==> config.mk <==
export PLATFORM = sky130hd
export DESIGN_NAME = dcache_addr_inval
export DESIGN_NICKNAME = d
export VERILOG_FILES = /design/src/rtl/dcinv_pkg.sv /design/src/rtl/dcinv_decode.sv /design/src/rtl/dcinv_tag_store.sv /design/src/rtl/dcache_addr_inval.sv
export SDC_FILE = /design/constraint.sdc
export NUM_CORES = 2
export LEC_CHECK = 0
export BUFFER_PORTS_ARGS = -buffer_cell sky130_fd_sc_hd__buf_4
export CORE_MARGIN = 10
export CORE_UTILIZATION = 50
export DETAILED_ROUTE_END_ITERATION = 12
export PLACE_DENSITY = 0.78
export SYNTH_ARGS = -nofsm -noshare
export SYNTH_HDL_FRONTEND = slang
export SYNTH_SLANG_ARGS = --single-unit
==> constraint.sdc <==
create_clock -name clk -period 12.1 [get_ports clk]
set_input_delay 0 -clock clk [delete_from_list [all_inputs] [get_ports clk]]
set_output_delay 0 -clock clk [all_outputs]
set_load 0.02 [all_outputs]
==> src/rtl/dcinv_pkg.sv <==
package dcinv_pkg;
   // operation code carried in the low six bits of the instruction word
   localparam logic [5:0] OPC_INVAL_ADDR = 6'h13;
   localparam int         OPC_LSB        = 0;
   localparam int         OPC_W          = 6;
   // immediate field position
   localparam int         IMM_LSB        = 6;
   localparam int         IMM_W          = 16;
   localparam int         INSN_W         = 32;
endpackage

==> src/rtl/dcinv_decode.sv <==
module dcinv_decode
   import dcinv_pkg::*;
#(
   parameter int AW = 32
) (
   input  logic [INSN_W-1:0] insn,
   input  logic [AW-1:0]     base,
   output logic              is_inval,
   output logic [AW-1:0]     eff_addr
);
   generate
      if (AW < IMM_W) begin : g_bad_aw
         $error("dcinv_decode: AW must be at least the immediate width");
      end
   endgenerate

   logic [IMM_W-1:0] imm;
   logic [AW-1:0]    imm_ext;
   logic             unused_insn_hi;

   assign imm            = insn[IMM_LSB +: IMM_W];
   assign imm_ext        = {{(AW-IMM_W){imm[IMM_W-1]}}, imm};
   assign eff_addr       = base + imm_ext;
   assign is_inval       = (insn[OPC_LSB +: OPC_W] == OPC_INVAL_ADDR);
   assign unused_insn_hi = ^insn[INSN_W-1:IMM_LSB+IMM_W];
endmodule

==> src/rtl/dcinv_tag_store.sv <==
module dcinv_tag_store #(
   parameter int LINES = 64,
   parameter int TAG_W = 21,
   localparam int IDX_W = $clog2(LINES)
) (
   input  logic             clk,
   input  logic             rst,
   // read port for the invalidate stage
   input  logic [IDX_W-1:0] a_idx,
   output logic [TAG_W-1:0] a_tag,
   output logic             a_vld,
   // read port for lookups
   input  logic [IDX_W-1:0] b_idx,
   output logic [TAG_W-1:0] b_tag,
   output logic             b_vld,
   output logic             b_dirty,
   // fill write
   input  logic             fill_we,
   input  logic [IDX_W-1:0] fill_idx,
   input  logic [TAG_W-1:0] fill_tag,
   input  logic             fill_v,
   input  logic             fill_d,
   // invalidate write; has priority over fill
   input  logic             clr_we,
   input  logic [IDX_W-1:0] clr_idx
);
   generate
      if ((1 << IDX_W) != LINES) begin : g_bad_lines
         $error("dcinv_tag_store: LINES must be a power of two");
      end
      if (TAG_W < 1) begin : g_bad_tag
         $error("dcinv_tag_store: tag width must be positive");
      end
   endgenerate

   logic [LINES-1:0][TAG_W-1:0] tag_q;
   logic [LINES-1:0]            vld_q;
   logic [LINES-1:0]            dty_q;

   generate
      for (genvar i = 0; i < LINES; i++) begin : g_line
         logic clr_sel;
         logic fill_sel;
         assign clr_sel  = clr_we  && (clr_idx  == IDX_W'(i));
         assign fill_sel = fill_we && (fill_idx == IDX_W'(i));

         always_ff @(posedge clk) begin
            if (rst) begin
               vld_q[i] <= 1'b0;
               dty_q[i] <= 1'b0;
            end else if (clr_sel) begin
               vld_q[i] <= 1'b0;
               dty_q[i] <= 1'b0;
            end else if (fill_sel) begin
               vld_q[i] <= fill_v;
               dty_q[i] <= fill_d;
            end
         end

         always_ff @(posedge clk) begin
            if (!rst && fill_sel && !clr_sel) begin
               tag_q[i] <= fill_tag;
            end
         end
      end
   endgenerate

   assign a_tag   = tag_q[a_idx];
   assign a_vld   = vld_q[a_idx];
   assign b_tag   = tag_q[b_idx];
   assign b_vld   = vld_q[b_idx];
   assign b_dirty = dty_q[b_idx];

   // a cleared line reads invalid and clean afterwards
   assert_line_cleared_R4: assert property (@(posedge clk) disable iff (rst)
      clr_we |=> (!vld_q[$past(clr_idx)] && !dty_q[$past(clr_idx)]));

   // clear beats a same-index fill
   assert_clear_beats_fill_R10: assert property (@(posedge clk) disable iff (rst)
      (clr_we && fill_we && (clr_idx == fill_idx)) |=> !vld_q[$past(clr_idx)]);

   // without any write the state holds
   assert_idle_holds_R5: assert property (@(posedge clk) disable iff (rst)
      (!clr_we && !fill_we) |=> ($stable(vld_q) && $stable(dty_q)));

   // reset empties the store
   assert_reset_clears_R11: assert property (@(posedge clk)
      rst |=> ((vld_q == '0) && (dty_q == '0)));
endmodule

==> src/rtl/dcache_addr_inval.sv <==
module dcache_addr_inval
   import dcinv_pkg::*;
#(
   parameter int LINES         = 64,
   parameter int LINE_BYTES    = 32,
   parameter int AW            = 32,
   parameter bit CACHE_PRESENT = 1'b1
) (
   input  logic              clk,
   input  logic              rst,
   input  logic              op_valid,
   input  logic [INSN_W-1:0] op_insn,
   input  logic [AW-1:0]     op_base,
   input  logic              op_fault,
   input  logic              fill_we,
   input  logic [AW-1:0]     fill_addr,
   input  logic              fill_valid,
   input  logic              fill_dirty,
   input  logic [AW-1:0]     lk_addr,
   output logic              lk_hit,
   output logic              lk_dirty,
   output logic              op_done,
   output logic              op_hit
);
   localparam int OFF_W = $clog2(LINE_BYTES);
   localparam int IDX_W = $clog2(LINES);
   localparam int TAG_W = AW - OFF_W - IDX_W;
   localparam int TAG_LSB = OFF_W + IDX_W;

   generate
      if ((1 << OFF_W) != LINE_BYTES) begin : g_bad_line_bytes
         $error("dcache_addr_inval: LINE_BYTES must be a power of two");
      end
      if ((1 << IDX_W) != LINES) begin : g_bad_lines
         $error("dcache_addr_inval: LINES must be a power of two");
      end
      if (TAG_W < 1) begin : g_bad_split
         $error("dcache_addr_inval: address too narrow for offset and index");
      end
   endgenerate

   // ---- stage one: decode and register the effective address ----
   logic          dec_is_inval;
   logic [AW-1:0] dec_ea;

   dcinv_decode #(.AW(AW)) decode_i (
      .insn     (op_insn),
      .base     (op_base),
      .is_inval (dec_is_inval),
      .eff_addr (dec_ea)
   );

   logic          s_vld;
   logic          s_flt;
   logic [AW-1:0] s_ea;

   always_ff @(posedge clk) begin
      if (rst) s_vld <= 1'b0;
      else     s_vld <= op_valid && dec_is_inval;
   end

   always_ff @(posedge clk) begin
      s_ea  <= dec_ea;
      s_flt <= op_fault;
   end

   assign op_done = s_vld;

   // ---- stage two: compare and clear ----
   generate
      if (CACHE_PRESENT) begin : g_cache
         logic [IDX_W-1:0] s_idx, lk_idx, fill_idx;
         logic [TAG_W-1:0] s_tag, lk_tag, fill_tag;
         logic [TAG_W-1:0] a_tag, b_tag;
         logic             a_vld, b_vld, b_dirty;
         logic             clr_we;
         logic             unused_offsets;

         assign s_idx    = s_ea[OFF_W +: IDX_W];
         assign s_tag    = s_ea[TAG_LSB +: TAG_W];
         assign lk_idx   = lk_addr[OFF_W +: IDX_W];
         assign lk_tag   = lk_addr[TAG_LSB +: TAG_W];
         assign fill_idx = fill_addr[OFF_W +: IDX_W];
         assign fill_tag = fill_addr[TAG_LSB +: TAG_W];
         assign unused_offsets = ^{s_ea[OFF_W-1:0], lk_addr[OFF_W-1:0],
                                   fill_addr[OFF_W-1:0]};

         dcinv_tag_store #(.LINES(LINES), .TAG_W(TAG_W)) store_i (
            .clk      (clk),
            .rst      (rst),
            .a_idx    (s_idx),
            .a_tag    (a_tag),
            .a_vld    (a_vld),
            .b_idx    (lk_idx),
            .b_tag    (b_tag),
            .b_vld    (b_vld),
            .b_dirty  (b_dirty),
            .fill_we  (fill_we),
            .fill_idx (fill_idx),
            .fill_tag (fill_tag),
            .fill_v   (fill_valid),
            .fill_d   (fill_dirty),
            .clr_we   (clr_we),
            .clr_idx  (s_idx)
         );

         // dirty state is deliberately not consulted
         assign clr_we   = s_vld && !s_flt && a_vld && (a_tag == s_tag);
         assign op_hit   = clr_we;
         assign lk_hit   = b_vld && (b_tag == lk_tag);
         assign lk_dirty = b_dirty;
      end else begin : g_no_cache
         logic unused_no_cache;
         assign unused_no_cache = ^{s_ea, s_flt, fill_we, fill_addr,
                                    fill_valid, fill_dirty, lk_addr};
         assign op_hit   = 1'b0;
         assign lk_hit   = 1'b0;
         assign lk_dirty = 1'b0;
      end
   endgenerate

   // ---- checks ----
   assert_done_follows_R3: assert property (@(posedge clk) disable iff (rst)
      (op_valid && (op_insn[OPC_LSB +: OPC_W] == OPC_INVAL_ADDR)) |=> op_done);

   assert_bad_opcode_R2: assert property (@(posedge clk) disable iff (rst)
      (op_valid && (op_insn[OPC_LSB +: OPC_W] != OPC_INVAL_ADDR)) |=> !op_done);

   assert_hit_needs_done_R4: assert property (@(posedge clk) disable iff (rst)
      op_hit |-> op_done);

   assert_fault_blocks_R7: assert property (@(posedge clk) disable iff (rst)
      (op_valid && op_fault) |=> !op_hit);

   assert_idle_no_done_R3: assert property (@(posedge clk) disable iff (rst)
      !op_valid |=> !op_done);
endmodule

======== Word-level counts from Yosys, hierarchy flattened ========
Index checks and enable logic that the tools add are counted.
W data, S select, Z words.
cells by class
  mux-type cells .......................... 10
  order comparisons ....................... 2
  equal/unequal tests ..................... 129
  add/subtract/negate cells ............... 1
  reductions and logical operators ........ 393
operators with widths
  cell                  count
  $eq A6 B6 Y1 const B  64
  $logic_and A1 B1 Y1   261
  $bmux W21 S6          2
  $eq A6 B5 Y1 const B  33
  $reduce_or A2 Y1      64
  $eq A6 B4 Y1 const B  16
  $logic_not A1 Y1      66
  $eq A6 B3 Y1 const B  8
  $eq A21 B21 Y1        2
  $mux W21              2
  $add A32 B32 Y32      1
  $eq A6 B2 Y1 const B  4
  $bmux W1 S6           3
  $lt A6 B7 Y1 const B  2
  $eq A6 B1 Y1 const B  2
  $logic_not A6 Y1      2
  $mux W1               3
word-level totals
  bits in registers ....................... 1506
  logic and storage cells ................. 730
  output and inout port bits .............. 4
  bits of input ports ..................... 135

======== Logic depth before layout (Yosys ltp) ========
  word-level depth ........................ 7
  mapped depth ............................ 19
  depth with buffers taken out ............ 11

======== By module ========
A second synthesis with hierarchy kept.
unflattened totals
  cell total of the unflattened synthesis .. 4376
  area total of the unflattened synthesis .. 72208.0 um2
by module, submodules not included
  module             cells an instance  times used  area each (um2)  seq. area each (um2)
  dcinv_tag_store    4041               1           69421.6          42921.2
  dcinv_decode       246                1           1729.2           0.0
  dcache_addr_inval  89                 1           1057.3           580.6

======== Worst setup path after synthesis ========
No wires, ideal clock.
  path type ............................... register -> register
  start ................................... reg s_ea[5]
  end ..................................... reg g_cache.store_i.tag_q[1000] in the netlist's numbering (enable)
  period minus slack after synthesis ...... 6.912 ns
  library setup time ...................... 0.515 ns
  arrival ................................. 6.397 ns
  stages on the path, launching flop included .. 16
  required time ........................... 11.585 ns
  slack ................................... 5.188 ns
  buffers on the path ..................... 8
  path through ............................ dfxtp_1 buf_2 buf_6 buf_6 buf_6 buf_6 buf_4 buf_4 buf_2 mux4_2 nand3_1 o2111ai_1 xnor2_1 o211ai_2 nor3_1 a2111oi_0
between the ends
  longest elaborated chain between the ends .. 7
  elaborated cells on any way between the ends .. 11
  classes of those cells .................. eq/ne: 2; mux: 4; reduce/logical: 5
RTL lines
  item                                                       line                                          text
  start, declared                                            dcache_addr_inval.sv:55                       logic [AW-1:0] s_ea;
  start signal, assigned                                     dcache_addr_inval.sv:63                       s_ea <= dec_ea;
  $bmux W21 S6 or $bmux W1 S6 (tied branches)                dcinv_tag_store.sv:68, dcinv_tag_store.sv:69
  $mux W21 (not written as such) or $mux W1 (tied branches)  dcinv_tag_store.sv:68, dcinv_tag_store.sv:69
  $eq A21 B21 Y1 or $logic_and A1 B1 Y1 (tied branches)      dcache_addr_inval.sv:108                      assign clr_we = s_vld && !s_flt && a_vld && (a_tag == s_tag);
  $logic_and A1 B1 Y1                                        dcache_addr_inval.sv:108
  $logic_and A1 B1 Y1 *                                      dcinv_tag_store.sv:44                         assign clr_sel = clr_we && (clr_idx == IDX_W'(i));
  $logic_not A1 Y1 *                                         dcinv_tag_store.sv:61                         if (!rst && fill_sel && !clr_sel) begin
  $logic_and A1 B1 Y1 *                                      dcinv_tag_store.sv:61
  end signal, assigned by index                              dcinv_tag_store.sv:62                         tag_q[i] <= fill_tag;
  end, declared                                              dcinv_tag_store.sv:36                         logic [LINES-1:0][TAG_W-1:0] tag_q;
Every way passes the cells marked *; elsewhere a longest branch is shown, timed or not. The select of a mux whose other input is x is not followed.
A chain may end at the register's enable or synchronous reset.

======== Final worst setup path ========
  start ................................... reg s_ea[5]
  end ..................................... reg g_cache.store_i.tag_q[1342] in the netlist's numbering (enable)
Same word-level chain as after synthesis.

==> flow_summary.json <==
{
  "tns_ps": 0,
  "final-hold-violation-count": 0,
  "initial_utilization_pct": 50.5,
  "drt_pass1_iterations": 8,
  "cts_buffers": 149,
  "ir_drop_v": 0.000175,
  "yosysSeqAreaShare_pct": 59.9,
  "design.die.area_um2": 161000,
  "grt_pass1_vias": 46361,
  "num-fill-cells": 10387,
  "ant_nets": 0,
  "vias": 46157,
  "area_delta_synth_final_pct": 13.3,
  "worst_ep_arrival_time_ps": 8180,
  "setup.worst_path.class": "reg2reg",
  "place_hpwl_um": 137000,
  "max_stage_delay_ps": 720,
  "worstSetupStartpointType": "register",
  "clkTransAtPathRegs_ps": 60,
  "grt_max_degree": 141,
  "wl_um": 237000,
  "cts_tree": "built",
  "post_cts_buffers": 0,
  "cts_root_buffer": "clkbuf_16",
  "finalSetupViolCount": 0,
  "period_minus_slack_ps": 7710,
  "nets": 4485,
  "drc": 0,
  "ys_warn_count": 0,
  "io_pins": 139,
  "core_area_um2": 144000,
  "power_mw": 13.1,
  "path_common_cell": "buf_4",
  "max_freq_mhz": 130,
  "chipWidth_um": 401,
  "grt_pass1_wl_um": 336000,
  "clock_latency_ps": 820,
  "clk_path_buf_depth": 3,
  "maxSlewHeadroom_pct": 9.81,
  "post_drt_wl_per_cell_um": 37.3,
  "end_kind": "register",
  "slew_viol_final": 0,
  "gp_congestion": 0.928,
  "synthCells": 4100,
  "grt.total_usage_pct": 28.9,
  "max-cap-violations": 0,
  "die_h_um": 401,
  "syn_area_um2": 72600,
  "antenna_found_initial": 12,
  "synth.distinct_cells": 78,
  "num_rows": 139,
  "syn_nets": 4265,
  "viasPerCell": 7.27,
  "crit_slowest_cell": "buf_4",
  "worstMarginPinSlew_ps": 1350,
  "drive_above_1_share_pct": 29.1,
  "p_leak_nw": 27.0,
  "utilization_pct": 57.1,
  "synth-edff-count": 1344,
  "grt_setup_unrepaired": "false",
  "critPathRequiredTime_ps": 12560,
  "async_flop_share_pct": 0,
  "hp-class": "in2reg",
  "fin_skew_ps": 29.9,
  "first_iter_violations": 7755,
  "overflow": 0,
  "fin_crit_sh_pct": 63.7,
  "cts.sinks": 1501,
  "synth_ff_type": "edfxtp_1",
  "port_buffers": 118,
  "syn_avg_cell_area_um2": 17.7,
  "worstPathMaxFanout": 48,
  "status": "complete, no violations",
  "htreeDepth": 4,
  "p_per_area_nw_per_um2": 159,
  "crit_chain": "buf_4, buf_4, nor2b_4, buf_4, a22o_1, a2111oi_0, a2111oi_0, buf_4, mux2i_1, nand3_1, nor4_1, nand4_2, nor3_4, buf_4, a2111oi_2, buf_4",
  "ys_seq_elements": 1501
}
-- per-layer routing --
metal,global-route usage (%),wire length [um],vias up
met4,17.0,17200,10
met3,9.65,35300,920
met5,0,69,-
met1,35.2,75800,23411
li1,-,-,17782
met2,44.8,109000,4034
-- metrics by stage --
step | std cells | instance area, um2 | hold slack (ps) | setup WS, ps
2_1_floorplan | 4100 | 72600 | 27.7 | 5190
3_3_place_gp | 5945 | 76100 | 106 | 4800
3_5_place_dp | 5945 | 76100 | 107 | 4850
4_1_cts | 6347 | 82300 | 14.5 | 4660
5_1_grt | 6348 | 82300 | 84.1 | 4340
6_report | 6352 | 82300 | 60.6 | 4390
-- final cells by class --
| type | count | area, um2 | area share [%] |
|---|---|---|---|
| Clock buffer | 191 | 3950 | 4.80 |
| Timing Repair Buffer | 389 | 3340 | 4.06 |
| Antenna cell | 5 | 12.5 | 0.0152 |
| Clock inverter | 84 | 978 | 1.19 |
| Sequential cell | 1501 | 43500 | 52.9 |
| Multi-Input combinational cell | 2257 | 28000 | 34.1 |
| Tap cell | 1903 | 2380 | 2.89 |
| Inverter | 22 | 83.8 | 0.102 |
-- power by group --
part,internal [mW],switching [mW]
Combinational,0.984,1.57
Sequential,5.68,0.0970
Clock,2.63,2.09
Total,9.29,3.76
-- flip-flops by register name (all words and copies together), names as in the netlist --
name,cells
g_cache.store_i.dty_q,64
s_ea,27
s_flt,1
g_cache.store_i.tag_q,1344
op_done,1
g_cache.store_i.vld_q,64
-- cells in the final DEF (no fill, tap or decap), types with 17 or more instances in the layout --
master         netlist  layout
clkbuf_16            0     150
edfxtp_1          1344    1344
mux2i_1            467     467
o21ai_0             28      28
xnor2_1             51      51
a211oi_4             0      30
mux4_2             689     689
nor4_1              28      21
nand2_1            152     152
a211oi_1           119      89
inv_1               21      20
buf_4               44     251
xor2_1              18      18
nor3_2               2      17
nand4_1             24      24
ha_1                30      30
a22oi_1             50      50
dfxtp_1            157     152
nor2b_1             20      17
a21oi_1             57      57
clkinv_2             0      17
nor2_1              76      74
dlygate4sd3_1        0     127
clkbuf_1           148      35
nand3_1             30      30
o22ai_1             65      65
nor3_1             125     108
clkinv_1             0      31
mux2_2              19      19
-- synthesized netlist by cell type, types with 28 or more instances --
| master | number | area share, % |
|---|---|---|
| nor2_1 | 76 | 0.39 |
| a22oi_1 | 50 | 0.52 |
| mux2i_1 | 467 | 6.4 |
| a211oi_1 | 119 | 1.2 |
| o21ai_0 | 28 | 0.19 |
| nand3_1 | 30 | 0.21 |
| mux4_2 | 689 | 21 |
| buf_4 | 44 | 0.45 |
| xnor2_1 | 51 | 0.61 |
| a21oi_1 | 57 | 0.39 |
| clkbuf_1 | 148 | 0.76 |
| o22ai_1 | 65 | 0.56 |
| ha_1 | 30 | 0.52 |
| buf_6 | 36 | 0.56 |
| buf_2 | 47 | 0.32 |
| edfxtp_1 | 1344 | 56 |
| buf_1 | 45 | 0.23 |
| nor3_1 | 125 | 0.86 |
| nand2_1 | 152 | 0.79 |
| nor4_1 | 28 | 0.24 |
| dfxtp_1 | 157 | 4.3 |
-- critical path, delay by kind of cell (launching register included) --
kind                   cells  cell delay [ps]
buffers and inverters      6             3090
AND/OR/NAND/NOR            5             1850
AO/OA/AOI/OAI              4             1180
flip-flops                 1              640
multiplexers               1              330
-- final timing paths --
path	startpoint	endpoint	slack, ps	cells past startpoint
max reg2reg	s_ea[5]	g_cache.store_i.tag_q[1342]	4390	16
min	fill_we	g_cache.store_i.vld_q[2]	60	5
max	s_ea[5]	g_cache.store_i.tag_q[1342]	4390	16
min reg2reg	g_cache.store_i.dty_q[39]	g_cache.store_i.dty_q[39]	530	2
-- repair_timing --
action / in CTS / in global routing
endpoints found under the hold margin: 1501 / 0
resized for setup: 0 / 0
hold buffers: 127 / 0
-- cell families after synthesis --
| family | after synthesis | synth area share, % |
|---|---|---|
| xor gates and xnor gates | 69 | 0.832 |
| buffers and inverters | 342 | 2.45 |
| and+or+nand+nor | 540 | 3.89 |
| AOI/OAI and AO/OA | 443 | 4.35 |
| muxes | 1175 | 28.1 |
| DFF | 1501 | 59.9 |
| adders and majority gates | 30 | 0.517 |
(Power assumes the default switching activity.)
